--- config.mk ---
export PLATFORM = sky130hd
export DESIGN_NAME = ctrl_reg_slave
export DESIGN_NICKNAME = d
export VERILOG_FILES = /design/src/rtl/crs_pkg.sv /design/src/rtl/crs_wr_chan.sv /design/src/rtl/crs_rd_chan.sv /design/src/rtl/crs_regfile.sv /design/src/rtl/ctrl_reg_slave.sv
export SDC_FILE = /design/constraint.sdc
export NUM_CORES = 1
export LEC_CHECK = 0
export BUFFER_PORTS_ARGS = -buffer_cell sky130_fd_sc_hd__buf_2
export CAP_MARGIN = 20
export CORE_MARGIN = 10
export CORE_UTILIZATION = 49
export DETAILED_ROUTE_END_ITERATION = 7
export GPL_TIMING_DRIVEN = 0
export PLACE_DENSITY = 0.82
export SLEW_MARGIN = 10
export SYNTH_ARGS = -nofsm -noshare
export SYNTH_HDL_FRONTEND = slang
export SYNTH_SLANG_ARGS = --single-unit
--- constraint.sdc ---
create_clock -name clk -period 2.1 [get_ports clk]
set_clock_uncertainty 0.1 [all_clocks]
set_input_delay 0.21 -clock clk [delete_from_list [all_inputs] [get_ports clk]]
set_output_delay 0.21 -clock clk [all_outputs]
set_load 0.005 [all_outputs]
--- src/rtl/crs_pkg.sv ---
// Package crs_pkg
// Shared constants for the control register slave: bus width, byte lanes,
// response code and the word index of every register.
package crs_pkg;
    localparam int          DATA_W    = 32;
    localparam int          STRB_W    = DATA_W / 8;
    localparam int          LSB       = $clog2(STRB_W);
    localparam logic [1:0]  RESP_OKAY = 2'b00;
    localparam int          IDX_CTRL  = 0;
    localparam int          IDX_STAT  = 1;
    localparam int          IDX_CFG   = 2;
    localparam int          IDX_RSLT  = 3;
    localparam int          CMD_START = 0;
    localparam int          CMD_CLEAR = 1;
endpackage

--- src/rtl/crs_wr_chan.sv ---
// Module crs_wr_chan
// Write-side handshake. Address and data are accepted together in one cycle,
// and only while no response is still waiting. It then holds an OKAY response
// until the master takes it.
// Assumes: synchronous active-low reset; word-aligned addresses.
module crs_wr_chan
    import crs_pkg::*;
#(
    parameter int ADDR_W = 6,
    localparam int IDX_W = ADDR_W - LSB
) (
    input  logic              clk,
    input  logic              rst_n,
    input  logic [ADDR_W-1:0] awaddr,
    input  logic              awvalid,
    input  logic              wvalid,
    input  logic              bready,
    output logic              awready,
    output logic              wready,
    output logic              bvalid,
    output logic [1:0]        bresp,
    output logic              wr_fire,
    output logic [IDX_W-1:0]  wr_idx
);
    logic bvalid_q;
    logic unused_wr_lsb;

    // Accept only with both valids present, out of reset, and no response pending.
    assign wr_fire       = rst_n && awvalid && wvalid && !bvalid_q;
    assign awready       = wr_fire;
    assign wready        = wr_fire;
    assign wr_idx        = awaddr[ADDR_W-1:LSB];
    assign unused_wr_lsb = ^awaddr[LSB-1:0];
    assign bvalid        = bvalid_q;
    assign bresp         = RESP_OKAY;

    // Response valid: set on accept, cleared on response handshake.
    always_ff @(posedge clk) begin
        if (!rst_n)          bvalid_q <= 1'b0;
        else if (wr_fire)    bvalid_q <= 1'b1;
        else if (bready)     bvalid_q <= 1'b0;
    end

    assert_ready_pair_R2: assert property (@(posedge clk) disable iff (!rst_n)
        awready |-> (awvalid && wvalid));
    assert_bvalid_hold_R3: assert property (@(posedge clk) disable iff (!rst_n)
        (bvalid && !bready) |=> bvalid);
    assert_no_write_while_pending_R10: assert property (@(posedge clk) disable iff (!rst_n)
        bvalid |-> !awready);
endmodule

--- src/rtl/crs_rd_chan.sv ---
// Module crs_rd_chan
// Read-side handshake. It takes one read address at a time, captures the
// addressed word in the accept cycle, and holds it with an OKAY response until
// the master takes it.
// Assumes: synchronous active-low reset; the read word is combinational in rd_idx.
module crs_rd_chan
    import crs_pkg::*;
#(
    parameter int ADDR_W = 6,
    localparam int IDX_W = ADDR_W - LSB
) (
    input  logic              clk,
    input  logic              rst_n,
    input  logic [ADDR_W-1:0] araddr,
    input  logic              arvalid,
    input  logic              rready,
    input  logic [DATA_W-1:0] rd_word,
    output logic              arready,
    output logic              rvalid,
    output logic [1:0]        rresp,
    output logic [DATA_W-1:0] rdata,
    output logic [IDX_W-1:0]  rd_idx
);
    logic              rvalid_q;
    logic              rd_fire;
    logic [DATA_W-1:0] rdata_q;
    logic              unused_rd_lsb;

    // Accept a read address only out of reset and with no data pending.
    assign rd_fire       = rst_n && arvalid && !rvalid_q;
    assign arready       = rd_fire;
    assign rd_idx        = araddr[ADDR_W-1:LSB];
    assign unused_rd_lsb = ^araddr[LSB-1:0];
    assign rvalid        = rvalid_q;
    assign rdata         = rdata_q;
    assign rresp         = RESP_OKAY;

    // Data valid and captured word: loaded on accept, held until taken.
    always_ff @(posedge clk) begin
        if (!rst_n) begin
            rvalid_q <= 1'b0;
            rdata_q  <= '0;
        end else if (rd_fire) begin
            rvalid_q <= 1'b1;
            rdata_q  <= rd_word;
        end else if (rready) begin
            rvalid_q <= 1'b0;
        end
    end

    assert_rvalid_hold_R4: assert property (@(posedge clk) disable iff (!rst_n)
        (rvalid && !rready) |=> rvalid);
    assert_rdata_stable_R4: assert property (@(posedge clk) disable iff (!rst_n)
        (rvalid && !rready) |=> $stable(rdata));
    assert_no_read_while_pending_R10: assert property (@(posedge clk) disable iff (!rst_n)
        rvalid |-> !arready);
endmodule

--- src/rtl/crs_regfile.sv ---
// Module crs_regfile
// Register storage and decode: control and configuration words with byte-lane
// writes, command pulses from the two low control bits, and the read
// multiplexer, which includes the status and result inputs.
// Assumes: wr_fire is a one-cycle accept strobe; synchronous active-low reset.
module crs_regfile
    import crs_pkg::*;
#(
    parameter int IDX_W = 4
) (
    input  logic              clk,
    input  logic              rst_n,
    input  logic              wr_fire,
    input  logic [IDX_W-1:0]  wr_idx,
    input  logic [DATA_W-1:0] wdata,
    input  logic [STRB_W-1:0] wstrb,
    input  logic [IDX_W-1:0]  rd_idx,
    input  logic              status_done,
    input  logic              status_busy,
    input  logic [DATA_W-1:0] result_in,
    output logic [DATA_W-1:0] rd_word,
    output logic [DATA_W-1:0] ctrl_word,
    output logic [DATA_W-1:0] cfg_word,
    output logic              start_pulse,
    output logic              clear_pulse
);
    localparam logic [DATA_W-1:0] CMD_MASK = DATA_W'(3);

    logic [DATA_W-1:0] ctrl_q, cfg_q, ctrl_nxt, cfg_nxt;
    logic              hit_ctrl, hit_cfg;
    logic              start_q, clear_q;

    assign hit_ctrl = wr_fire && (wr_idx == IDX_W'(IDX_CTRL));
    assign hit_cfg  = wr_fire && (wr_idx == IDX_W'(IDX_CFG));

    // Per-lane next value: a lane follows wdata only when its strobe is set.
    for (genvar b = 0; b < STRB_W; b++) begin : g_lane
        assign ctrl_nxt[b*8 +: 8] = (hit_ctrl && wstrb[b]) ? wdata[b*8 +: 8] : ctrl_q[b*8 +: 8];
        assign cfg_nxt[b*8 +: 8]  = (hit_cfg  && wstrb[b]) ? wdata[b*8 +: 8] : cfg_q[b*8 +: 8];
    end

    // Storage: command bits are never kept, so they always read as 0.
    always_ff @(posedge clk) begin
        if (!rst_n) begin
            ctrl_q <= '0;
            cfg_q  <= '0;
        end else begin
            ctrl_q <= ctrl_nxt & ~CMD_MASK;
            cfg_q  <= cfg_nxt;
        end
    end

    // Command pulses: one cycle after an accepted control write with the bit set.
    always_ff @(posedge clk) begin
        if (!rst_n) begin
            start_q <= 1'b0;
            clear_q <= 1'b0;
        end else begin
            start_q <= hit_ctrl && wstrb[0] && wdata[CMD_START];
            clear_q <= hit_ctrl && wstrb[0] && wdata[CMD_CLEAR];
        end
    end

    // Read multiplexer: unmapped indices return 0.
    always_comb begin
        rd_word = '0;
        case (rd_idx)
            IDX_W'(IDX_CTRL): rd_word = ctrl_q;
            IDX_W'(IDX_STAT): rd_word = {{(DATA_W-2){1'b0}}, status_busy, status_done};
            IDX_W'(IDX_CFG):  rd_word = cfg_q;
            IDX_W'(IDX_RSLT): rd_word = result_in;
            default:          rd_word = '0;
        endcase
    end

    assign ctrl_word   = ctrl_q;
    assign cfg_word    = cfg_q;
    assign start_pulse = start_q;
    assign clear_pulse = clear_q;

    assert_start_single_R8: assert property (@(posedge clk) disable iff (!rst_n)
        start_pulse |=> !start_pulse);
    assert_clear_single_R9: assert property (@(posedge clk) disable iff (!rst_n)
        clear_pulse |=> !clear_pulse);
    assert_cfg_only_on_write_R7: assert property (@(posedge clk) disable iff (!rst_n)
        !wr_fire |=> $stable(cfg_word));
    assert_ctrl_only_on_write_R7: assert property (@(posedge clk) disable iff (!rst_n)
        !wr_fire |=> $stable(ctrl_word));
endmodule

--- src/rtl/ctrl_reg_slave.sv ---
// Module ctrl_reg_slave
// AXI4-Lite slave with four 32-bit register words for one block of user logic:
// control (with start and clear commands), status (read-only), configuration,
// and result (read-only).
// Assumes: one clock domain; synchronous active-low reset; word-aligned access.
module ctrl_reg_slave
    import crs_pkg::*;
#(
    parameter int ADDR_W = 6
) (
    input  logic              clk,
    input  logic              rst_n,
    input  logic [ADDR_W-1:0] awaddr,
    input  logic              awvalid,
    output logic              awready,
    input  logic [31:0]       wdata,
    input  logic [3:0]        wstrb,
    input  logic              wvalid,
    output logic              wready,
    output logic [1:0]        bresp,
    output logic              bvalid,
    input  logic              bready,
    input  logic [ADDR_W-1:0] araddr,
    input  logic              arvalid,
    output logic              arready,
    output logic [31:0]       rdata,
    output logic [1:0]        rresp,
    output logic              rvalid,
    input  logic              rready,
    output logic              start_pulse,
    output logic              clear_pulse,
    output logic [31:0]       ctrl_word,
    output logic [31:0]       cfg_word,
    input  logic              status_done,
    input  logic              status_busy,
    input  logic [31:0]       result_in
);
    localparam int IDX_W = ADDR_W - LSB;

    logic              wr_fire;
    logic [IDX_W-1:0]  wr_idx, rd_idx;
    logic [DATA_W-1:0] rd_word;

    crs_wr_chan #(.ADDR_W(ADDR_W)) u_wr (
        .clk(clk), .rst_n(rst_n), .awaddr(awaddr), .awvalid(awvalid),
        .wvalid(wvalid), .bready(bready), .awready(awready), .wready(wready),
        .bvalid(bvalid), .bresp(bresp), .wr_fire(wr_fire), .wr_idx(wr_idx)
    );

    crs_rd_chan #(.ADDR_W(ADDR_W)) u_rd (
        .clk(clk), .rst_n(rst_n), .araddr(araddr), .arvalid(arvalid),
        .rready(rready), .rd_word(rd_word), .arready(arready), .rvalid(rvalid),
        .rresp(rresp), .rdata(rdata), .rd_idx(rd_idx)
    );

    crs_regfile #(.IDX_W(IDX_W)) u_regs (
        .clk(clk), .rst_n(rst_n), .wr_fire(wr_fire), .wr_idx(wr_idx),
        .wdata(wdata), .wstrb(wstrb), .rd_idx(rd_idx),
        .status_done(status_done), .status_busy(status_busy),
        .result_in(result_in), .rd_word(rd_word), .ctrl_word(ctrl_word),
        .cfg_word(cfg_word), .start_pulse(start_pulse), .clear_pulse(clear_pulse)
    );

    assert_idle_after_reset_R1: assert property (@(posedge clk)
        !rst_n |=> (!bvalid && !rvalid && !start_pulse && !clear_pulse));
endmodule

# Yosys cells after proc, flatten, opt, wreduce, memory -nomap -nowiden
# Cells that the tools add are included.
# totals
latch_bits	0
output_inout_bits	107
register_bits	100
in_bits	89
wordCells	46
ramBits	0
romBits	0
mem_count	0
# op_classes
n_mux	5
div	0
n_mul	0
eq_ne	4
magnitude_cmp	0
reduce_logical	23
bitwise	0
n_addsub	0
n_shift	0
# op_table
operator	n
$pmux 32 s4	1
$logic_and 1x1->1	17
$eq 4x2->1 const B	3
$logic_not 4->1	2
$eq 4x1->1 const B	1
$mux 1	4
$reduce_bool 2->1	2
$logic_not 1->1	2

# Depth between registers and ports, before layout
# logic_depth
ltp_word	6
mapped_depth	5
depth_no_buf	3

# By module
# A second synthesis with hierarchy kept.
# hier_totals
cells_unflattened	495
area_unflattened_um2	4508.1
# by_module_without_submodules
module	seq_area_each_um2	cells_per_inst	instances	area_per_inst_um2
crs_regfile	1281.2	331	1	2995.4
crs_rd_chan	660.6	151	1	1407.6
crs_wr_chan	20.0	13	1	105.1

# Worst setup path before layout
# Ideal clock, no wire load.
# synth_path
kind	flip-flop to flip-flop
startpoint	register u_wr.bvalid_q (netlist: u_wr.bvalid)
endpoint	register u_regs.ctrl_q[10] (netlist: u_regs.ctrl_word[10])
path_stages_with_launch	5
setup_slack_ns	0.686
n_path_buf	1
t_arrival_ns	1.189
setup_time_ns	0.125
synth_period_minus_slack_ns	1.414
required_ns	1.875
path_cell_list	dfxtp_1 and4b_1 buf_4 nand3_2 mux2i_1
# synth_via
elab_chain_cells	4
# synth_rtl
element	line_no	rtl
start, declared	crs_wr_chan.sv:25	logic bvalid_q;
start signal, assigned	crs_wr_chan.sv:39	if (!rst_n) bvalid_q <= 1'b0;
start signal, assigned	crs_wr_chan.sv:40	else if (wr_fire) bvalid_q <= 1'b1;
start signal, assigned	crs_wr_chan.sv:41	else if (bready) bvalid_q <= 1'b0;
$logic_not 1->1	crs_wr_chan.sv:29	assign wr_fire = rst_n && awvalid && wvalid && !bvalid_q;
$logic_and 1x1->1	crs_wr_chan.sv:29	
net awready	ctrl_reg_slave.sv:15	output logic awready,
$logic_and 1x1->1	crs_regfile.sv:33	assign hit_ctrl = wr_fire && (wr_idx == IDX_W'(IDX_CTRL));
$logic_and 1x1->1	crs_regfile.sv:38	assign ctrl_nxt[b*8 +: 8] = (hit_ctrl && wstrb[b]) ? wdata[b*8 +: 8] : ctrl_q[b*8 +: 8];
end signal, assigned	crs_regfile.sv:48	ctrl_q <= ctrl_nxt & ~CMD_MASK;
end, declared	crs_regfile.sv:29	logic [DATA_W-1:0] ctrl_q, cfg_q, ctrl_nxt, cfg_nxt;
# The timed path passes the listed nets, and every way through them passes these cells.
# A chain may end at the register's enable or synchronous reset.

# Worst setup path after layout
# layout_path
startpoint	register u_wr.bvalid_q (netlist: u_wr.bvalid)
endpoint	output port wready
# layout_via
elab_chain_cells	2
# layout_rtl
element	line_no	rtl
$logic_not 1->1	crs_wr_chan.sv:29	
$logic_and 1x1->1	crs_wr_chan.sv:29	
end, declared	ctrl_reg_slave.sv:19	output logic wready,
# No other way between the ends.

==> flow_summary.json <==
{
  "outcome": "complete, no violations",
  "numPortBuffers": 183,
  "yosysWarningCount": 0,
  "totalWireLength_um": 14700,
  "synth_common_cells": "98 x sky130_fd_sc_hd__dfxtp_1, 97 x sky130_fd_sc_hd__nand2_1, 62 x sky130_fd_sc_hd__mux2i_1, 32 x sky130_fd_sc_hd__o2bb2ai_1, 30 x sky130_fd_sc_hd__a222oi_1",
  "r2r_start": "u_rd.rvalid",
  "finish.net_count": 675,
  "wl_per_cell_um": 21.1,
  "synth.avg_cell_area_um2": 10.4,
  "clk_pin_slew_worst_paths_ns": 0.09,
  "antenna_found_initial": 2,
  "cts_max_level": 3,
  "setup.worst_path.end": "wready",
  "floorplan.io_pins": 196,
  "synth-edff-count": 0,
  "ys_ff_latch": 98,
  "min_delay_path_depth": 3,
  "worst-slew-pin-transition_ns": 0.615,
  "vdd_ir_drop_max_mv": 0.353,
  "area_of_the_die_um2": 12200,
  "timing.max_cap.violations": 0,
  "multi_input_area_um2": 1880,
  "regToRegEndpoint": "u_rd.rdata[16]",
  "clock_insertion_delay_worst_skew_ns": 0.36,
  "crit_path_top_delay_cell": "sky130_fd_sc_hd__dfxtp_1",
  "cp_max_fo": 11,
  "hpwlAfterDp_um": 11400,
  "tritoncts_num_sinks": 98,
  "drt.antenna.violating_nets": 0,
  "cts_tree": "yes",
  "critical_path_cell_sequence": "and4b_1 > buf_4 > buf_4 > buf_2",
  "drt-vias-per-instance": 5.73,
  "synth-main-ff-cell": "sky130_fd_sc_hd__dfxtp_1",
  "synth_async_sr_flop_share_pct": 0,
  "netlist_top_cells_area": "sky130_fd_sc_hd__dfxtp_1 49%, sky130_fd_sc_hd__mux2i_1 15%, sky130_fd_sc_hd__nand2_1 9.1%",
  "num_rows": 32,
  "cts-root-buf": "sky130_fd_sc_hd__clkbuf_8",
  "endpoint_kind": "primary output",
  "buffers_from_clock_root_to_sink_at_most": 2,
  "num_vias": 3984,
  "max-slew-margin-rel_pct": 59.0,
  "core_region_area_um2": 7850,
  "area_delta_synth_final_pct": 32.8,
  "synth_most_common_cell": "sky130_fd_sc_hd__dfxtp_1",
  "synth_area_in_compound_gates_pct": 15.5,
  "unrepaired_setup_endpoints_after_global_routing": "no",
  "via_count_of_the_first_global_routing_pass": 4222,
  "fillers": 655,
  "hold_path_class": "in2reg",
  "path_depth_of_the_worst_reg2reg_path": 4,
  "postPlaceCellArea_um2": 5070,
  "synth_seq_area_share_pct": 49.0,
  "worst_ep_required_time_ns": 1.79,
  "top_cell_type_s_share_of_synthesized_area_pct": 49.0,
  "timing.setup.critical_path_class": "reg2out",
  "syn-instance-count": 384,
  "finalCritPeriodShare_pct": 84.4,
  "timing.fmax_mhz": 564,
  "critPathMostFrequentCell": "sky130_fd_sc_hd__buf_4",
  "syn_area_um2": 4010,
  "timing_max_transition_violations_final": 0,
  "final.hold.worst_slack_ns": 0.00139,
  "drive_gt1_share_pct": 37.9,
  "drc": 0,
  "drt_first_iter_violations": 313,
  "arrival_ns": 1.46,
  "post_synth_fa_ha_maj_area_fraction_pct": 0,
  "final-setup-viol-count": 0,
  "reg2reg_setup_slack_ns": 0.37,
  "yosys-mux-area-fraction_pct": 16.1,
  "cp-start-kind": "register",
  "grt_overflow_total": 0,
  "setup.worst_path.start": "u_wr.bvalid",
  "grt_start_max_net_pins": 17,
  "synth_top_area_cell": "sky130_fd_sc_hd__dfxtp_1",
  "accumulated_negative_setup_slack_ns": 0,
  "grt_use_total_pct": 22.5,
  "drt_pre_antenna_iters": 5,
  "synth_simple_gate_area_share_pct": 14.9,
  "cts-buffers-inserted": 9,
  "power_per_cell_area_nw_per_um2": 663,
  "yosys.area_share.xor_xnor_pct": 0,
  "synth_top_family_by_area": "multiplexers",
  "seq_area_um2": 1960,
  "synthDistinctLibCells": 30,
  "worst_path_largest_cell_delay_ns": 0.34,
  "die_height_um": 110,
  "final_design_area_no_fill_um2": 5320,
  "gp_congestion": 0.832,
  "wire_length_of_the_first_global_routing_pass_um": 22700,
  "initial_utilization_pct": 51.0,
  "final_period_minus_worst_setup_slack_ns": 1.77,
  "power.static_leakage_nw": 2.80,
  "die_width_um": 110,
  "finalHoldViolCount": 0
}
-- cell families after synthesis --
kind of cell,count (synthesis)
simple gates,118
flops,98
compound gates,67
mux,64
buf+inv,36
other cells,1
-- through the flow --
| stage | instances | power [mW] | utilization, % | setup slack [ns] |
|---|---|---|---|---|
| 3_5_place_dp | 674 | 2.22 | 64.6 | 0.311 |
| 2_1_floorplan | 389 | 2.07 | - | 0.686 |
| 6_report | 695 | 3.53 | 67.8 | 0.328 |
| 3_3_place_gp | 674 | 2.21 | 64.6 | 0.439 |
| 5_1_grt | 695 | 3.65 | 67.8 | 0.220 |
| 4_1_cts | 693 | 3.54 | 67.7 | 0.320 |
-- cell type report --
class	instances	share of cell area [%]
repair buffers	186	17.8
inverters	1	0.0706
diodes	2	0.0941
plain buffers	35	3.32
flip-flops and latches	98	36.9
clock inverters	6	1.69
multi-input cells	255	35.4
well taps	102	2.40
clock buffers	10	2.40
-- layer usage --
metal	wire length, µm	GRT usage [%]	part of all wire [%]	up-vias
li1	-	-	-	1817
met1	5750	25.6	39	1906
met2	7160	37.7	49	229
met3	1370	7.67	9.3	32
met4	385	8.55	2.6	0
met5	0	0	0	-
-- worst min-delay path by stage --
stage	start	to
detailed placement	u_rd.rdata[22]	u_rd.rdata[22]
CTS	wdata[6]	u_regs.cfg_word[6]
global placement	bready	u_wr.bvalid
floorplan	bready	u_wr.bvalid
finish	wdata[0]	u_regs.start_pulse
global route	wdata[16]	u_regs.ctrl_word[16]
-- layout by cell type (no fill, tap or decap), drive strengths merged, types with 2 or more instances in the layout --
master	synthesis	final
a222oi	30	30
diode	0	2
nor2	4	4
clkbuf	19	29
clkinv	0	3
dlygate4sd3	0	3
a22oi	2	2
dfxtp	98	98
conb	1	6
inv	1	2
mux2	2	2
mux2i	62	62
buf	16	199
bufinv	0	2
nand3	4	4
o2bb2ai	32	32
nand4	4	4
nor4b	2	2
nand2	97	97
-- registers in the layout (all words and copies together), names as in the netlist --
name,count
u_rd.rdata,32
u_regs.ctrl_word,30
u_rd.rvalid,1
u_wr.bvalid,1
u_regs.clear_pulse,1
u_regs.cfg_word,32
u_regs.start_pulse,1
-- power by group --
part           leakage, nW  internal (mW)  switching [mW]
clock                0.112          0.678           0.659
combinational         1.90          0.129           0.185
sequential           0.790           1.87         0.00782
total                 2.80           2.67           0.852
-- worst max-delay path: cells and delay by family, from the launching register on --
kind | cells | cell delay (ns)
and+or+nand+nor | 1 | 0.29
DFF | 1 | 0.34
buffers and inverters | 3 | 0.49
-- timing repair --
item	4_1_cts	5_1_grt
gates resized for setup	0	0
endpoints found under the hold margin	3	0
setup buffers	0	0
hold buffers	3	0
No activity file was read; power rests on OpenSTA's default activity.
